--- config.mk ---
export PLATFORM = sky130hd
export DESIGN_NAME = mcu_clk_pwr_ctrl
export DESIGN_NICKNAME = d
export VERILOG_FILES = /design/src/rtl/cpm_pkg.sv /design/src/rtl/cpm_prescaler.sv /design/src/rtl/cpm_rst_qual.sv /design/src/rtl/cpm_pwr_ctrl.sv /design/src/rtl/mcu_clk_pwr_ctrl.sv
export SDC_FILE = /design/constraint.sdc
export NUM_CORES = 1
export LEC_CHECK = 0
export BUFFER_PORTS_ARGS = -buffer_cell sky130_fd_sc_hd__buf_2
export CORE_MARGIN = 3
export CORE_UTILIZATION = 41
export CTS_CLUSTER_DIAMETER = 60
export DETAILED_ROUTE_END_ITERATION = 10
export PLACE_DENSITY = 0.75
export SLEW_MARGIN = 20
export SYNTH_ARGS = -nofsm -noshare
export SYNTH_HDL_FRONTEND = slang
export SYNTH_SLANG_ARGS = --single-unit
--- constraint.sdc ---
create_clock -name clk_osc -period 1.2 [get_ports clk_osc]
set_input_delay 0.18 -clock clk_osc [delete_from_list [all_inputs] [get_ports clk_osc]]
set_output_delay 0.18 -clock clk_osc [all_outputs]
set_load 0.02 [all_outputs]
--- src/rtl/cpm_pkg.sv ---
`timescale 1ns/1ps
package cpm_pkg;
  typedef enum logic [1:0] {
    MODE_RUN   = 2'd0,
    MODE_IDLE  = 2'd1,
    MODE_PDOWN = 2'd2
  } pmode_e;

  localparam int          PC_IDLE_BIT  = 0;
  localparam int          PC_PDOWN_BIT = 1;
  localparam logic [7:0]  PC_FLAG_MASK = 8'h8C;
endpackage

--- src/rtl/cpm_prescaler.sv ---
`timescale 1ns/1ps
module cpm_prescaler #(
  parameter int DIV    = 2,
  parameter int STATES = 6,
  localparam int CYC_LEN = DIV * STATES,
  localparam int PW      = $clog2(CYC_LEN),
  localparam int DW      = (DIV > 1) ? $clog2(DIV) : 1,
  localparam int SW      = (STATES > 1) ? $clog2(STATES) : 1
) (
  input  logic          clk_i,
  input  logic          rst_ni,
  input  logic          run_i,
  output logic          tick_o,
  output logic          mcyc_end_o,
  output logic [PW-1:0] phase_o
);
  localparam logic [DW-1:0] DIV_LAST = DW'(DIV - 1);
  localparam logic [SW-1:0] ST_LAST  = SW'(STATES - 1);
  localparam logic [PW-1:0] DIV_P    = PW'(DIV);

  logic [DW-1:0] div_q, div_d;
  logic [SW-1:0] st_q, st_d;

  always_comb begin
    div_d = div_q;
    st_d  = st_q;
    if (run_i) begin
      if (div_q == DIV_LAST) begin
        div_d = '0;
        st_d  = (st_q == ST_LAST) ? '0 : st_q + 1'b1;
      end else begin
        div_d = div_q + 1'b1;
      end
    end
  end

  always_ff @(posedge clk_i or negedge rst_ni) begin
    if (!rst_ni) begin
      div_q <= '0;
      st_q  <= '0;
    end else begin
      div_q <= div_d;
      st_q  <= st_d;
    end
  end

  assign tick_o     = run_i && (div_q == DIV_LAST);
  assign mcyc_end_o = tick_o && (st_q == ST_LAST);
  assign phase_o    = PW'(st_q) * DIV_P + PW'(div_q);
endmodule

--- src/rtl/cpm_rst_qual.sv ---
`timescale 1ns/1ps
module cpm_rst_qual #(
  parameter int SYNC_STAGES = 2,
  parameter int QUAL_LEN    = 24,
  localparam int CW = $clog2(QUAL_LEN + 1)
) (
  input  logic clk_i,
  input  logic rst_ni,
  input  logic pin_i,
  input  logic mcyc_end_i,
  output logic core_rst_o
);
  localparam logic [CW-1:0] CNT_MAX  = CW'(QUAL_LEN);
  localparam logic [CW-1:0] CNT_LAST = CW'(QUAL_LEN - 1);

  logic [SYNC_STAGES-1:0] sync_q;
  logic [CW-1:0]          cnt_q, cnt_d;
  logic                   rst_q, rst_d;
  logic                   pin_s;

  assign pin_s = sync_q[SYNC_STAGES-1];

  always_comb begin
    if (!pin_s)                cnt_d = '0;
    else if (cnt_q != CNT_MAX) cnt_d = cnt_q + 1'b1;
    else                       cnt_d = cnt_q;

    rst_d = rst_q;
    if (pin_s && (cnt_q == CNT_LAST))         rst_d = 1'b1;
    else if (rst_q && !pin_s && mcyc_end_i)   rst_d = 1'b0;
  end

  always_ff @(posedge clk_i or negedge rst_ni) begin
    if (!rst_ni) begin
      sync_q <= '0;
      cnt_q  <= '0;
      rst_q  <= 1'b1;
    end else begin
      sync_q <= {sync_q[SYNC_STAGES-2:0], pin_i};
      cnt_q  <= cnt_d;
      rst_q  <= rst_d;
    end
  end

  assign core_rst_o = rst_q;
endmodule

--- src/rtl/cpm_pwr_ctrl.sv ---
`timescale 1ns/1ps
module cpm_pwr_ctrl
  import cpm_pkg::*;
(
  input  logic       clk_i,
  input  logic       rst_ni,
  input  logic       core_rst_i,
  input  logic       wr_en_i,
  input  logic [7:0] wr_data_i,
  input  logic       irq_i,
  input  logic       mcyc_end_i,
  output pmode_e     mode_o,
  output logic [7:0] pcon_o
);
  pmode_e     mode_q, mode_d;
  logic       wake_q, wake_d;
  logic [7:0] flag_q, flag_d;

  always_comb begin
    mode_d = mode_q;
    wake_d = wake_q;
    flag_d = flag_q;
    if (core_rst_i) begin
      mode_d = MODE_RUN;
      wake_d = 1'b0;
      flag_d = '0;
    end else begin
      case (mode_q)
        MODE_RUN: begin
          if (wr_en_i) begin
            flag_d = wr_data_i & PC_FLAG_MASK;
            if (wr_data_i[PC_PDOWN_BIT])     mode_d = MODE_PDOWN;
            else if (wr_data_i[PC_IDLE_BIT]) mode_d = MODE_IDLE;
          end
        end
        MODE_IDLE: begin
          if (irq_i) wake_d = 1'b1;
          if (mcyc_end_i && (wake_q || irq_i)) begin
            mode_d = MODE_RUN;
            wake_d = 1'b0;
          end
        end
        default: ;
      endcase
    end
  end

  always_ff @(posedge clk_i or negedge rst_ni) begin
    if (!rst_ni) begin
      mode_q <= MODE_RUN;
      wake_q <= 1'b0;
      flag_q <= '0;
    end else begin
      mode_q <= mode_d;
      wake_q <= wake_d;
      flag_q <= flag_d;
    end
  end

  assign mode_o = mode_q;
  always_comb begin
    pcon_o = flag_q;
    pcon_o[PC_IDLE_BIT]  = (mode_q == MODE_IDLE);
    pcon_o[PC_PDOWN_BIT] = (mode_q == MODE_PDOWN);
  end
endmodule

--- src/rtl/mcu_clk_pwr_ctrl.sv ---
`timescale 1ns/1ps
module mcu_clk_pwr_ctrl
  import cpm_pkg::*;
#(
  parameter int         DIV         = 2,
  parameter int         STATES      = 6,
  parameter int         QUAL_CYCLES = 2,
  parameter int         SYNC_STAGES = 2,
  parameter logic [7:0] PORT_RST    = 8'hFF,
  parameter logic [7:0] SP_RST      = 8'h07,
  localparam int CYC_LEN  = DIV * STATES,
  localparam int QUAL_LEN = CYC_LEN * QUAL_CYCLES,
  localparam int PW       = $clog2(CYC_LEN)
) (
  input  logic          clk_osc,
  input  logic          por_n,
  input  logic          rst_pin,
  input  logic          pcon_we,
  input  logic [7:0]    pcon_wdata,
  input  logic          irq,
  output logic [7:0]    pcon_rdata,
  output logic [PW-1:0] phase,
  output logic          mcyc_end,
  output logic          cpu_ce,
  output logic          periph_ce,
  output logic          core_rst,
  output logic          port_high,
  output logic [7:0]    port_rst_val,
  output logic [7:0]    sp_rst_val
);
  pmode_e mode;
  logic   run, tick;

  assign run = (mode != MODE_PDOWN);

  cpm_prescaler #(.DIV(DIV), .STATES(STATES)) u_presc (
    .clk_i      (clk_osc),
    .rst_ni     (por_n),
    .run_i      (run),
    .tick_o     (tick),
    .mcyc_end_o (mcyc_end),
    .phase_o    (phase)
  );

  cpm_rst_qual #(.SYNC_STAGES(SYNC_STAGES), .QUAL_LEN(QUAL_LEN)) u_qual (
    .clk_i      (clk_osc),
    .rst_ni     (por_n),
    .pin_i      (rst_pin),
    .mcyc_end_i (mcyc_end),
    .core_rst_o (core_rst)
  );

  cpm_pwr_ctrl u_pwr (
    .clk_i      (clk_osc),
    .rst_ni     (por_n),
    .core_rst_i (core_rst),
    .wr_en_i    (pcon_we),
    .wr_data_i  (pcon_wdata),
    .irq_i      (irq),
    .mcyc_end_i (mcyc_end),
    .mode_o     (mode),
    .pcon_o     (pcon_rdata)
  );

  assign cpu_ce       = tick && (mode == MODE_RUN);
  assign periph_ce    = tick;
  assign port_high    = rst_pin || core_rst;
  assign port_rst_val = PORT_RST;
  assign sp_rst_val   = SP_RST;
endmodule

==> reports/qor.yml <==
synthesis:
  synth_cell_types: 33
  synth_top_cell_area_share_pct: 43.3
  ys_seq_area_share_pct: 45.9
  synth_area_leaders: "dfrtp_1 (43%), buf_4 (15%), mux2i_1 (4.1%)"
  yosys.area_share.adder_pct: 2.54
  yosys.area_share.simple_pct: 18.2
  synth_compound_area_share_pct: 3.69
  synth_top_family_by_area: "simple AND/OR/NAND/NOR gates"
  netlist_area_sq_um: 983
  synth_xor_area_share_pct: 5.34
  yosys.area.top_type: "dfrtp_1"
  synth_cells: 94
  ys_ff_latch: 18
  yosys-mux-area-fraction_pct: 6.36
  synth_warnings: 0
  avgSynthCellArea_sq_um: 10.5
final_layout:
  drive_gt1_share_pct: 43.0
  fillCellCount: 194
  final_area_sq_um: 1330
  antenna_cells: 0
  area.sequential_sq_um: 452
  multiInputGateArea_sq_um: 485
  instances_no_fill: 163
  final_nets: 151
  synthToLayoutAreaGrowth_pct: 34.9
die:
  core_sq_um: 2230
  io_pins: 46
  fp.dieH_microns: 55.0
  rows: 17
  start_util_pct: 44.0
  dieArea_sq_um: 3020
  die_w_microns: 55.0
timing:
  max_freq_ghz: 0.729
  maxSlewViolCount: 0
  hold_violations: 0
  finalSetupViolCount: 11
  final.setup.tns_ps: -1050
  rsz0062_at_grt: "yes"
  whs_ps: 116
  setup_slack_ps: -172
  final.min_clock_period_ps: 1370
  period_share_pct: 114
  clock_skew_ps: 2.11
cts:
  clkLatencyLatePin_ps: 290
  cts_sinks: 18
  cts_root_buf: "clkbuf_4"
  tritoncts: "yes"
  path_clk_slew_ps: 90
  clockBufferDepth: 2
  cts_max_level: 1
  cts_buffers: 3
worst_setup_path:
  critPathArrivalTime_ps: 1190
  cp.required_ps: 1020
  cp_max_fo: 5
  end_kind: "output pin"
  path_class: "reg -> out"
  cp-start-kind: "register"
drt:
  drc: 0
  num_vias: 732
  drt_wl_total_microns: 1790
  drt-pass1-iter-count: 4
  vias_per_cell: 4.49
  first_iter_violations: 1
  routedWlPerCell_microns: 11.0
  antenna_left: 0
run:
  drv_cap: 0
status:
  violations: "setup timing"
  status: "complete, but fails checks"
grt:
  grtUsageTotal_pct: 13.2
  grt_pass1_vias: 649
  grt_overflow: 0
  grt_start_max_net_pins: 19
  antenna_found_initial: 0
  grt_first_pass_wirelength_microns: 2770
worst_hold_path:
  hp-class: "in -> reg"
placement:
  numPortBuffers: 23
  dp_hpwl_microns: 1380
  placed_area_sq_um: 1130
  dp.cells: 151
  place_congestion: 0.708
power_and_ir_drop:
  p_leak_uw: 0.000667
  power.density_nw_per_um2: 1910
  vdd_drop_max_mv: 1.26
  p_total_uw: 2540
-- cell families after synthesis --
logic type / count (synthesis)
DFF: 18
buffers and inverters: 25
AOI/OAI and AO/OA: 6
muxes: 6
adders and majority gates: 2
and+or+nand+nor: 29
xor gates and xnor gates: 6
other: 2
-- state kept, by name, indices dropped and copies added (netlist names) --
name and flops:
u_pwr.wake_q 1, u_qual.cnt_q 5, u_qual.sync_q 2, u_presc.div_q 1, u_presc.st_q 3, u_pwr.flag_q 3
u_pwr.mode_o 2, u_qual.core_rst_o 1
-- what timing repair did --
action                     4_1_cts  5_1_grt
pin swaps                        2        3
hold buffers                     2        0
hold endpoints to repair        18        0
setup endpoints to repair       11       18
resized for setup               18       10
setup buffers                    5        1
-- synth_stat cells, drive strengths merged --
library cell / n
dfrtp: 17
and2: 3
o21ai: 2
mux2i: 4
nor2: 8
nor3: 1
a21oi: 1
a31oi: 1
nand2: 1
and3: 1
mux2: 2
dfstp: 1
inv: 4
and4b: 1
nor4: 1
clkbuf: 1
nor2b: 4
a211oi: 1
and2b: 1
nand3: 3
nand2b: 1
or2: 1
buf: 20
nand4b: 1
xnor2: 4
ha: 2
conb: 2
o31ai: 1
xor2: 2
nor3b: 2
-- final cells by class --
cell class | instances | area share, %
multi-input combinational | 68 | 36.6
sequential | 18 | 34.1
timing repair buffer | 41 | 22.8
clock buffer | 4 | 2.74
tap | 28 | 2.64
inverter | 4 | 1.13
-- cell usage in the layout (no fill, tap or decap), drive strengths merged, types with 2 or more instances in the layout --
cell type    netlist  routed
mux2i              4       4
and2               3       3
dfrtp             17      17
xor2               2       2
clkbuf             1       4
dlygate4sd3        0       2
inv                4       4
buf               20      39
conb               2      19
xnor2              4       4
nand3              3       3
mux2               2       2
nor2b              4       4
nor3b              2       2
o21ai              2       2
nor2               8       8
ha                 2       2
-- layer usage --
layer | wire (microns) | vias to the layer above | global-route usage, %
met4 | 0 | 0 | 2.43
met5 | 0 | - | 0
met2 | 869 | 33 | 21.7
li1 | - | 353 | -
met1 | 748 | 346 | 17.1
met3 | 168 | 0 | 4.56
-- worst max-delay path, stage by stage (launching register included) --
cell and delay, ps:
dfrtp_1 410, and2b_4 210, nor3_4 140, buf_6 140
-- power by group --
group          internal [uW]  switching (uW)
clock network            185             173
logic                    650             659
registers                762             111
total                   1600             942
-- worst paths after layout --
path,to,cells past startpoint,startpoint,slack (ps)
hold / removal,u_pwr.mode_o[0]$_DFFE_PN0P_,3,pcon_wdata[0],120
hold reg to reg,u_qual.sync_q[1]$_DFF_PN0_,0,u_qual.sync_q[0]$_DFF_PN0_,360
max in group asynchronous,u_qual.core_rst_o$_DFFE_PN1P_,2,por_n,540
setup reg to reg,u_presc.st_q[1]$_DFFE_PN0P_,4,u_pwr.mode_o[1]$_DFFE_PN0P_,-90
min in group asynchronous,u_qual.sync_q[0]$_DFF_PN0_,2,por_n,340
setup / recovery,mcyc_end,3,u_pwr.mode_o[1]$_DFFE_PN0P_,-170
-- metrics by stage --
| step | utilization (%) | worst slack [ps] |
|---|---|---|
| after floorplan | - | -22.6 |
| after global placement | 50.5 | 0.203 |
| after detailed placement | 50.5 | -33.2 |
| after CTS | 57.7 | -195 |
| after global routing | 59.4 | -247 |
| final | 59.4 | -172 |
(Power assumes the default switching activity.)
